===== src/rtl/ee_row_pkg.sv =====
package ee_row_pkg;

    typedef enum logic [1:0] {
        ST_READ = 2'd0,
        ST_LOAD = 2'd1,
        ST_PROG = 2'd2
    } ee_state_e;

    localparam int CTL_LAT_BIT = 1;
    localparam int CTL_PGM_BIT = 0;
    localparam int BYTE_W      = 8;

endpackage


===== src/rtl/ee_row_ctrl.sv =====
module ee_row_ctrl
    import ee_row_pkg::*;
#(
    parameter int PROG_CYCLES = 16
) (
    input  logic clk,
    input  logic rst_n,
    input  logic ctl_wr,
    input  logic wd_lat,
    input  logic wd_pgm,
    input  logic wait_req,
    output logic lat,
    output logic pgm,
    output logic commit,
    output logic discard,
    output logic wait_ack
);

    localparam int CNT_W = (PROG_CYCLES > 1) ? $clog2(PROG_CYCLES) : 1;

    ee_state_e         state_q;
    ee_state_e         state_n;
    logic [CNT_W-1:0]  cnt_q;
    logic              timer_done;

    assign timer_done = (cnt_q == CNT_W'(PROG_CYCLES - 1));

    // State register
    always_ff @(posedge clk or negedge rst_n) begin
        if (!rst_n) begin
            state_q <= ST_READ;
        end else begin
            state_q <= state_n;
        end
    end

    // Next-state logic: T_ARM, T_DISARM, T_START, T_FINISH
    always_comb begin
        state_n = state_q;
        unique case (state_q)
            ST_READ: begin
                if (ctl_wr && wd_lat) begin
                    state_n = ST_LOAD;          // T_ARM
                end
            end
            ST_LOAD: begin
                if (ctl_wr) begin
                    if (wd_pgm) begin
                        state_n = ST_PROG;      // T_START
                    end else if (!wd_lat) begin
                        state_n = ST_READ;      // T_DISARM
                    end
                end
            end
            ST_PROG: begin
                if (timer_done) begin
                    state_n = ST_READ;          // T_FINISH
                end
            end
            default: state_n = ST_READ;
        endcase
    end

    // Output logic
    always_comb begin
        lat      = 1'b0;
        pgm      = 1'b0;
        commit   = 1'b0;
        discard  = 1'b0;
        wait_ack = 1'b0;
        unique case (state_q)
            ST_READ: begin
                wait_ack = wait_req;
            end
            ST_LOAD: begin
                lat      = 1'b1;
                wait_ack = wait_req;
                discard  = ctl_wr && !wd_pgm && !wd_lat;
            end
            ST_PROG: begin
                lat    = 1'b1;
                pgm    = 1'b1;
                commit = timer_done;
            end
            default: begin
                lat = 1'b0;
            end
        endcase
    end

    // Cycle timer
    always_ff @(posedge clk or negedge rst_n) begin
        if (!rst_n) begin
            cnt_q <= '0;
        end else if (state_q != ST_PROG) begin
            cnt_q <= '0;
        end else begin
            cnt_q <= cnt_q + 1'b1;
        end
    end

endmodule


===== src/rtl/ee_latch_bank.sv =====
module ee_latch_bank
    import ee_row_pkg::*;
#(
    parameter int ROW_BYTES = 32,
    parameter int ROWS      = 4,
    localparam int COL_W    = $clog2(ROW_BYTES),
    localparam int ROW_W    = (ROWS > 1) ? $clog2(ROWS) : 1
) (
    input  logic                               clk,
    input  logic                               rst_n,
    input  logic                               wr,
    input  logic [COL_W-1:0]                   col,
    input  logic [ROW_W-1:0]                   row_in,
    input  logic [BYTE_W-1:0]                  wdata,
    input  logic                               clear,
    output logic [ROW_BYTES-1:0][BYTE_W-1:0]   data,
    output logic [ROW_BYTES-1:0]               flags,
    output logic [ROW_W-1:0]                   row_q
);

    for (genvar i = 0; i < ROW_BYTES; i++) begin : g_byte
        always_ff @(posedge clk or negedge rst_n) begin
            if (!rst_n) begin
                data[i]  <= '0;
                flags[i] <= 1'b0;
            end else if (clear) begin
                data[i]  <= '0;
                flags[i] <= 1'b0;
            end else if (wr && (col == COL_W'(i))) begin
                data[i]  <= flags[i] ? (data[i] & wdata) : wdata;
                flags[i] <= 1'b1;
            end
        end
    end

    always_ff @(posedge clk or negedge rst_n) begin
        if (!rst_n) begin
            row_q <= '0;
        end else if (wr) begin
            row_q <= row_in;
        end
    end

endmodule


===== src/rtl/ee_row_array.sv =====
module ee_row_array
    import ee_row_pkg::*;
#(
    parameter int ROW_BYTES = 32,
    parameter int ROWS      = 4,
    localparam int COL_W    = $clog2(ROW_BYTES),
    localparam int ROW_W    = (ROWS > 1) ? $clog2(ROWS) : 1,
    localparam int DEPTH    = ROWS * ROW_BYTES,
    localparam int ADDR_W   = $clog2(DEPTH)
) (
    input  logic                              clk,
    input  logic                              commit,
    input  logic [ROW_W-1:0]                  row,
    input  logic [ROW_BYTES-1:0][BYTE_W-1:0]  latch_data,
    input  logic [ROW_BYTES-1:0]              flags,
    input  logic [ADDR_W-1:0]                 rd_addr,
    output logic [BYTE_W-1:0]                 rd_data
);

    logic [BYTE_W-1:0] cells [DEPTH];

    for (genvar r = 0; r < ROWS; r++) begin : g_row
        for (genvar c = 0; c < ROW_BYTES; c++) begin : g_col
            always_ff @(posedge clk) begin
                if (commit && (row == ROW_W'(r)) && flags[c]) begin
                    cells[r*ROW_BYTES + c] <= latch_data[c];
                end
            end
        end
    end

    assign rd_data = cells[rd_addr];

endmodule


===== src/rtl/ee_row_writer.sv =====
module ee_row_writer
    import ee_row_pkg::*;
#(
    parameter int ROW_BYTES   = 32,
    parameter int ROWS        = 4,
    parameter int PROG_CYCLES = 16,
    localparam int COL_W      = $clog2(ROW_BYTES),
    localparam int ROW_W      = (ROWS > 1) ? $clog2(ROWS) : 1,
    localparam int ADDR_W     = $clog2(ROWS * ROW_BYTES)
) (
    input  logic              clk,
    input  logic              rst_n,
    input  logic              mem_sel,
    input  logic              ctl_sel,
    input  logic              wr_en,
    input  logic              rd_en,
    input  logic [ADDR_W-1:0] addr,
    input  logic [BYTE_W-1:0] wdata,
    output logic [BYTE_W-1:0] rdata,
    output logic              rdata_oe,
    output logic              busy,
    input  logic              wait_req,
    output logic              wait_ack
);

    logic                              lat;
    logic                              pgm;
    logic                              commit;
    logic                              discard;
    logic                              ctl_wr;
    logic                              mem_wr;
    logic                              mem_rd_ok;
    logic [ROW_BYTES-1:0][BYTE_W-1:0]  latch_data;
    logic [ROW_BYTES-1:0]              latch_flags;
    logic [ROW_W-1:0]                  tgt_row;
    logic [BYTE_W-1:0]                 arr_data;
    logic [BYTE_W-1:0]                 ctl_view;

    assign ctl_wr    = wr_en && ctl_sel;
    assign mem_wr    = wr_en && mem_sel && !ctl_sel && lat && !pgm;
    assign mem_rd_ok = rd_en && mem_sel && !ctl_sel && !lat;

    ee_row_ctrl #(
        .PROG_CYCLES (PROG_CYCLES)
    ) u_ctrl (
        .clk      (clk),
        .rst_n    (rst_n),
        .ctl_wr   (ctl_wr),
        .wd_lat   (wdata[CTL_LAT_BIT]),
        .wd_pgm   (wdata[CTL_PGM_BIT]),
        .wait_req (wait_req),
        .lat      (lat),
        .pgm      (pgm),
        .commit   (commit),
        .discard  (discard),
        .wait_ack (wait_ack)
    );

    ee_latch_bank #(
        .ROW_BYTES (ROW_BYTES),
        .ROWS      (ROWS)
    ) u_latch (
        .clk    (clk),
        .rst_n  (rst_n),
        .wr     (mem_wr),
        .col    (addr[COL_W-1:0]),
        .row_in (addr[ADDR_W-1:COL_W]),
        .wdata  (wdata),
        .clear  (commit || discard),
        .data   (latch_data),
        .flags  (latch_flags),
        .row_q  (tgt_row)
    );

    ee_row_array #(
        .ROW_BYTES (ROW_BYTES),
        .ROWS      (ROWS)
    ) u_array (
        .clk        (clk),
        .commit     (commit),
        .row        (tgt_row),
        .latch_data (latch_data),
        .flags      (latch_flags),
        .rd_addr    (addr),
        .rd_data    (arr_data)
    );

    always_comb begin
        ctl_view              = '0;
        ctl_view[CTL_LAT_BIT] = lat;
        ctl_view[CTL_PGM_BIT] = pgm;
    end

    always_comb begin
        rdata    = '0;
        rdata_oe = 1'b0;
        if (rd_en && ctl_sel) begin
            rdata    = ctl_view;
            rdata_oe = 1'b1;
        end else if (mem_rd_ok) begin
            rdata    = arr_data;
            rdata_oe = 1'b1;
        end
    end

    assign busy = pgm;

endmodule


===== config.mk =====
export PLATFORM = sky130hd
export DESIGN_NAME = ee_row_writer
export DESIGN_NICKNAME = d
export VERILOG_FILES = /design/src/rtl/ee_row_pkg.sv /design/src/rtl/ee_row_ctrl.sv /design/src/rtl/ee_latch_bank.sv /design/src/rtl/ee_row_array.sv /design/src/rtl/ee_row_writer.sv
export SDC_FILE = /design/constraint.sdc
export NUM_CORES = 1
export LEC_CHECK = 0
export CORE_UTILIZATION = 28
export DETAILED_ROUTE_END_ITERATION = 7
export DONT_BUFFER_PORTS = 1
export GPL_TIMING_DRIVEN = 0
export PLACE_DENSITY_LB_ADDON = 0.25
export SYNTH_ARGS = -nofsm -noshare
export SYNTH_HDL_FRONTEND = slang
export SYNTH_HIERARCHICAL = 1
export SYNTH_SLANG_ARGS = --single-unit

===== constraint.sdc =====
create_clock -name clk -period 4.1 [get_ports clk]
set_clock_uncertainty 0.15 [all_clocks]
set_input_delay 0.41 -clock clk [delete_from_list [all_inputs] [get_ports clk]]
set_output_delay 0.41 -clock clk [all_outputs]
set_load 0.01 [all_outputs]

==> results.sh <==
export IMPL_path_clk_slew_ns=0.06
export IMPL_synth_edf_count=1024
export IMPL_setup_slack_ns=-0.01172
export IMPL_gp_congestion=0.9577
export IMPL_final_area_um2=60790
export IMPL_hp_class="in -> async"
export IMPL_irDropWorstVdd_v=0.0002954
export IMPL_p_leak_uw=0.02119
export IMPL_die_area_um2=188200
export IMPL_cp_cell_sequence="clkbuf_2 -> buf_2 -> mux4_2 -> mux4_2 -> mux4_2 -> mux2_2 -> nand4bb_1 -> a21boi_0"
export IMPL_num_rows=158
export IMPL_drtAntennaViolNets=0
export IMPL_yosysWarnings=6
export IMPL_relSlewSlack=0.05676
export IMPL_chipHeight_um=433.8
export IMPL_clk_latency_ns=0.79
export IMPL_wire_per_inst_um=34.37
export IMPL_worstPathArrival_ns=3.55
export IMPL_maxCapViolCount=0
export IMPL_period_share=1.003
export IMPL_synth_area_leader_cell="edfxtp_1"
export IMPL_synthTopCellsByArea="edfxtp_1, mux4_2, dfrtp_1, a221oi_1, inv_1"
export IMPL_viasPerCell=5.208
export IMPL_yosys_register_bits=1320
export IMPL_finalSetupViolations=3
export IMPL_layout_cells_non_filler=5489
export IMPL_hold_violations=296
export IMPL_synthCells=2695
export IMPL_cp_top_family="multiplexers"
export IMPL_min_period_ns=4.112
export IMPL_fin_util=0.3282
export IMPL_antenna_found_initial=41
export IMPL_critical_path_buf_inv_count=2
export IMPL_async_flop_share=0.2242
export IMPL_dp_final_hpwl_um=140500
export IMPL_worst_pin_slew_ns=1.410
export IMPL_reg2reg_depth=9
export IMPL_clock_fmax_ghz=0.2432
export IMPL_placed_area_um2=55710
export IMPL_num_vias=28585
export IMPL_coreArea_um2=185200
export IMPL_cts_htree_levels=4
export IMPL_endpoint_kind="primary output"
export IMPL_wl_um=188700
export IMPL_synth_top_area_frac=0.5890
export IMPL_die_w_um=433.8
export IMPL_slowest_delay_ns=0.57
export IMPL_netlist_area_um2=52210
export IMPL_status="finished with violations"
export IMPL_grt_most_used_layer="met2"
export IMPL_numPortBuffers=0
export IMPL_cp_max_fo=10
export IMPL_worst_setup_path_start_kind="input pin"
export IMPL_placed_cells=5196
export IMPL_hold_slack_ns=-0.7817
export IMPL_drtIter0Drc=3785
export IMPL_gr_usage_all_layers=0.2013
export IMPL_area_growth_pct=16.45
export IMPL_power_density_nw_per_um2=578.6
export IMPL_crit_top_cell="mux4_2"
export IMPL_use_met2=0.3213
export IMPL_worstPathRequired_ns=3.54
export IMPL_initial_core_util=0.2818
export IMPL_clock_path_buffers=3
export IMPL_failed_checks="negative hold slack, negative setup slack"
export IMPL_slew_violations=0
export IMPL_tns_ns=-0.02257
export IMPL_final_nets=2898
export IMPL_grt_use_met3=0.03554
export IMPL_numCtsBuffers=138
export IMPL_drive_above_1_share=0.2531
export IMPL_post_cts_setup_buffers=0
export IMPL_syn_area_per_cell_um2=19.37
export IMPL_overflow=0
export IMPL_grt_pass1_vias=28137
export IMPL_io_pins=33
export IMPL_ys_flop_type="edfxtp_1"
export IMPL_use_met1=0.2697
export IMPL_synth_nets=2721
export IMPL_cts_sinks=1320
export IMPL_drc=0
export IMPL_yosysSeqAreaShare=0.7309
export IMPL_slowest_stage="buf_2"
export IMPL_grt_pass1_wl_um=253700
export IMPL_grt_max_degree=297
export IMPL_crit_cells=8
export IMPL_cts_tree="done"
export IMPL_first_pass_iters=7
export IMPL_crit_type="in -> out"
export IMPL_clockRootBuffer="clkbuf_16"
export IMPL_synth_cell_types=52
## report_power, final
part | internal [µW] | switching, µW
clock network | 7360 | 5360
logic | 1410 | 1570
registers | 17100 | 2360
total | 25900 | 9290
## area by class of cell
cell class                      instances  area (µm²)
Fill cell                           17597      124400
Sequential cell                      1320       38160
Multi-Input combinational cell        953       12400
Clock buffer                          198        3926
Tap cell                             2480        3103
Buffer                                187        1142
Inverter                              235       882.1
Clock inverter                         57       659.4
Timing Repair Buffer                   37       473.0
Antenna cell                           22       55.05
## per-stage QoR
stage                     setup slack [ns]  total power (µW)
after floorplan                     0.5280             20420
after global placement              -1.048             22520
after detailed placement           -0.9643             22630
after CTS                        0.0008189             35370
after global routing             -0.007323             36360
final                             -0.01172             35180
## state kept, by name (all words and copies together), names as in the netlist
signal	count
u_latch/row_q	2
u_array/cells	1024
u_ctrl/state_q	2
u_latch/data	256
u_latch/flags	32
u_ctrl/cnt_q	4
## cell usage in the layout, fill, tap and decap left out, drive strengths merged, types with 2 or more instances in the layout
| cell type | netlist | routed |
|---|---|---|
| nor2b | 2 | 2 |
| a221oi | 232 | 232 |
| diode | 0 | 22 |
| nor2 | 56 | 56 |
| or3 | 10 | 10 |
| and2 | 137 | 137 |
| nand3 | 3 | 3 |
| dlygate4sd3 | 0 | 15 |
| and4b | 3 | 3 |
| o21ai | 2 | 2 |
| edfxtp | 1024 | 1024 |
| clkdlybuf4s15 | 0 | 8 |
| nand3b | 19 | 19 |
| nand2 | 7 | 7 |
| o21a | 26 | 26 |
| inv | 235 | 240 |
| clkinvlp | 0 | 2 |
| nor3b | 10 | 10 |
| or2 | 2 | 2 |
| a21oi | 57 | 57 |
| bufinv | 0 | 10 |
| nand4bb | 3 | 3 |
| and4bb | 3 | 3 |
| nor3 | 3 | 3 |
| mux2 | 10 | 10 |
| clkinv | 0 | 40 |
| and4 | 2 | 2 |
| clkbuf | 99 | 295 |
| ha | 4 | 4 |
| buf | 88 | 104 |
| nand2b | 4 | 4 |
| dfrtp | 296 | 296 |
| and3b | 9 | 9 |
| mux4 | 336 | 336 |
| a21boi | 3 | 3 |
## cell usage after synthesis (all sizes together), types with 7 or more instances
cell	number
a21oi	57
a221oi	232
and2	137
and3b	9
buf	88
clkbuf	99
dfrtp	296
edfxtp	1024
inv	235
mux2	10
mux4	336
nand2	7
nand3b	19
nor2	56
nor3b	10
o21a	26
or3	10
## logic make-up after synthesis
logic type / Yosys count / share of synthesized area
xor+xnor: 2 / 0.0003356
flops: 1320 / 0.7309
mux: 346 / 0.1471
simple gates: 279 / 0.03748
buf+inv: 422 / 0.03338
fa+ha+maj: 4 / 0.0009587
compound gates: 322 / 0.04987
## repair_timing
item,4_1_cts,5_1_grt
endpoints found under the hold margin,397,298
endpoints found under the setup margin,449,75
gates resized for setup,106,25
hold buffers,14,1
## metal layers
metal	part of all wire	wire length, µm
met2	0.47	89260
met3	0.073	13710
met5	0.000095	18
met4	0.045	8417
met1	0.41	77260
## worst paths after layout
path / start / to / slack, ns
setup / recovery: addr[2] / rdata[1] / -0.01
hold / removal: rst_n / u_latch/data[123]$_DFFE_PN0P_ / -0.78
setup reg to reg: u_ctrl/state_q[0]$_DFFE_PN0P_ / u_latch/data[183]$_DFFE_PN0P_ / 0.09
hold reg to reg: u_ctrl/cnt_q[0]$_DFF_PN0_ / u_ctrl/cnt_q[0]$_DFF_PN0_ / 0.30
max in group asynchronous: rst_n / u_latch/data[132]$_DFFE_PN0P_ / 4.05
min in group clk: addr[0] / u_latch/data[23]$_DFFE_PN0P_ / 0.08
No activity file was read; power rests on OpenSTA's default activity.
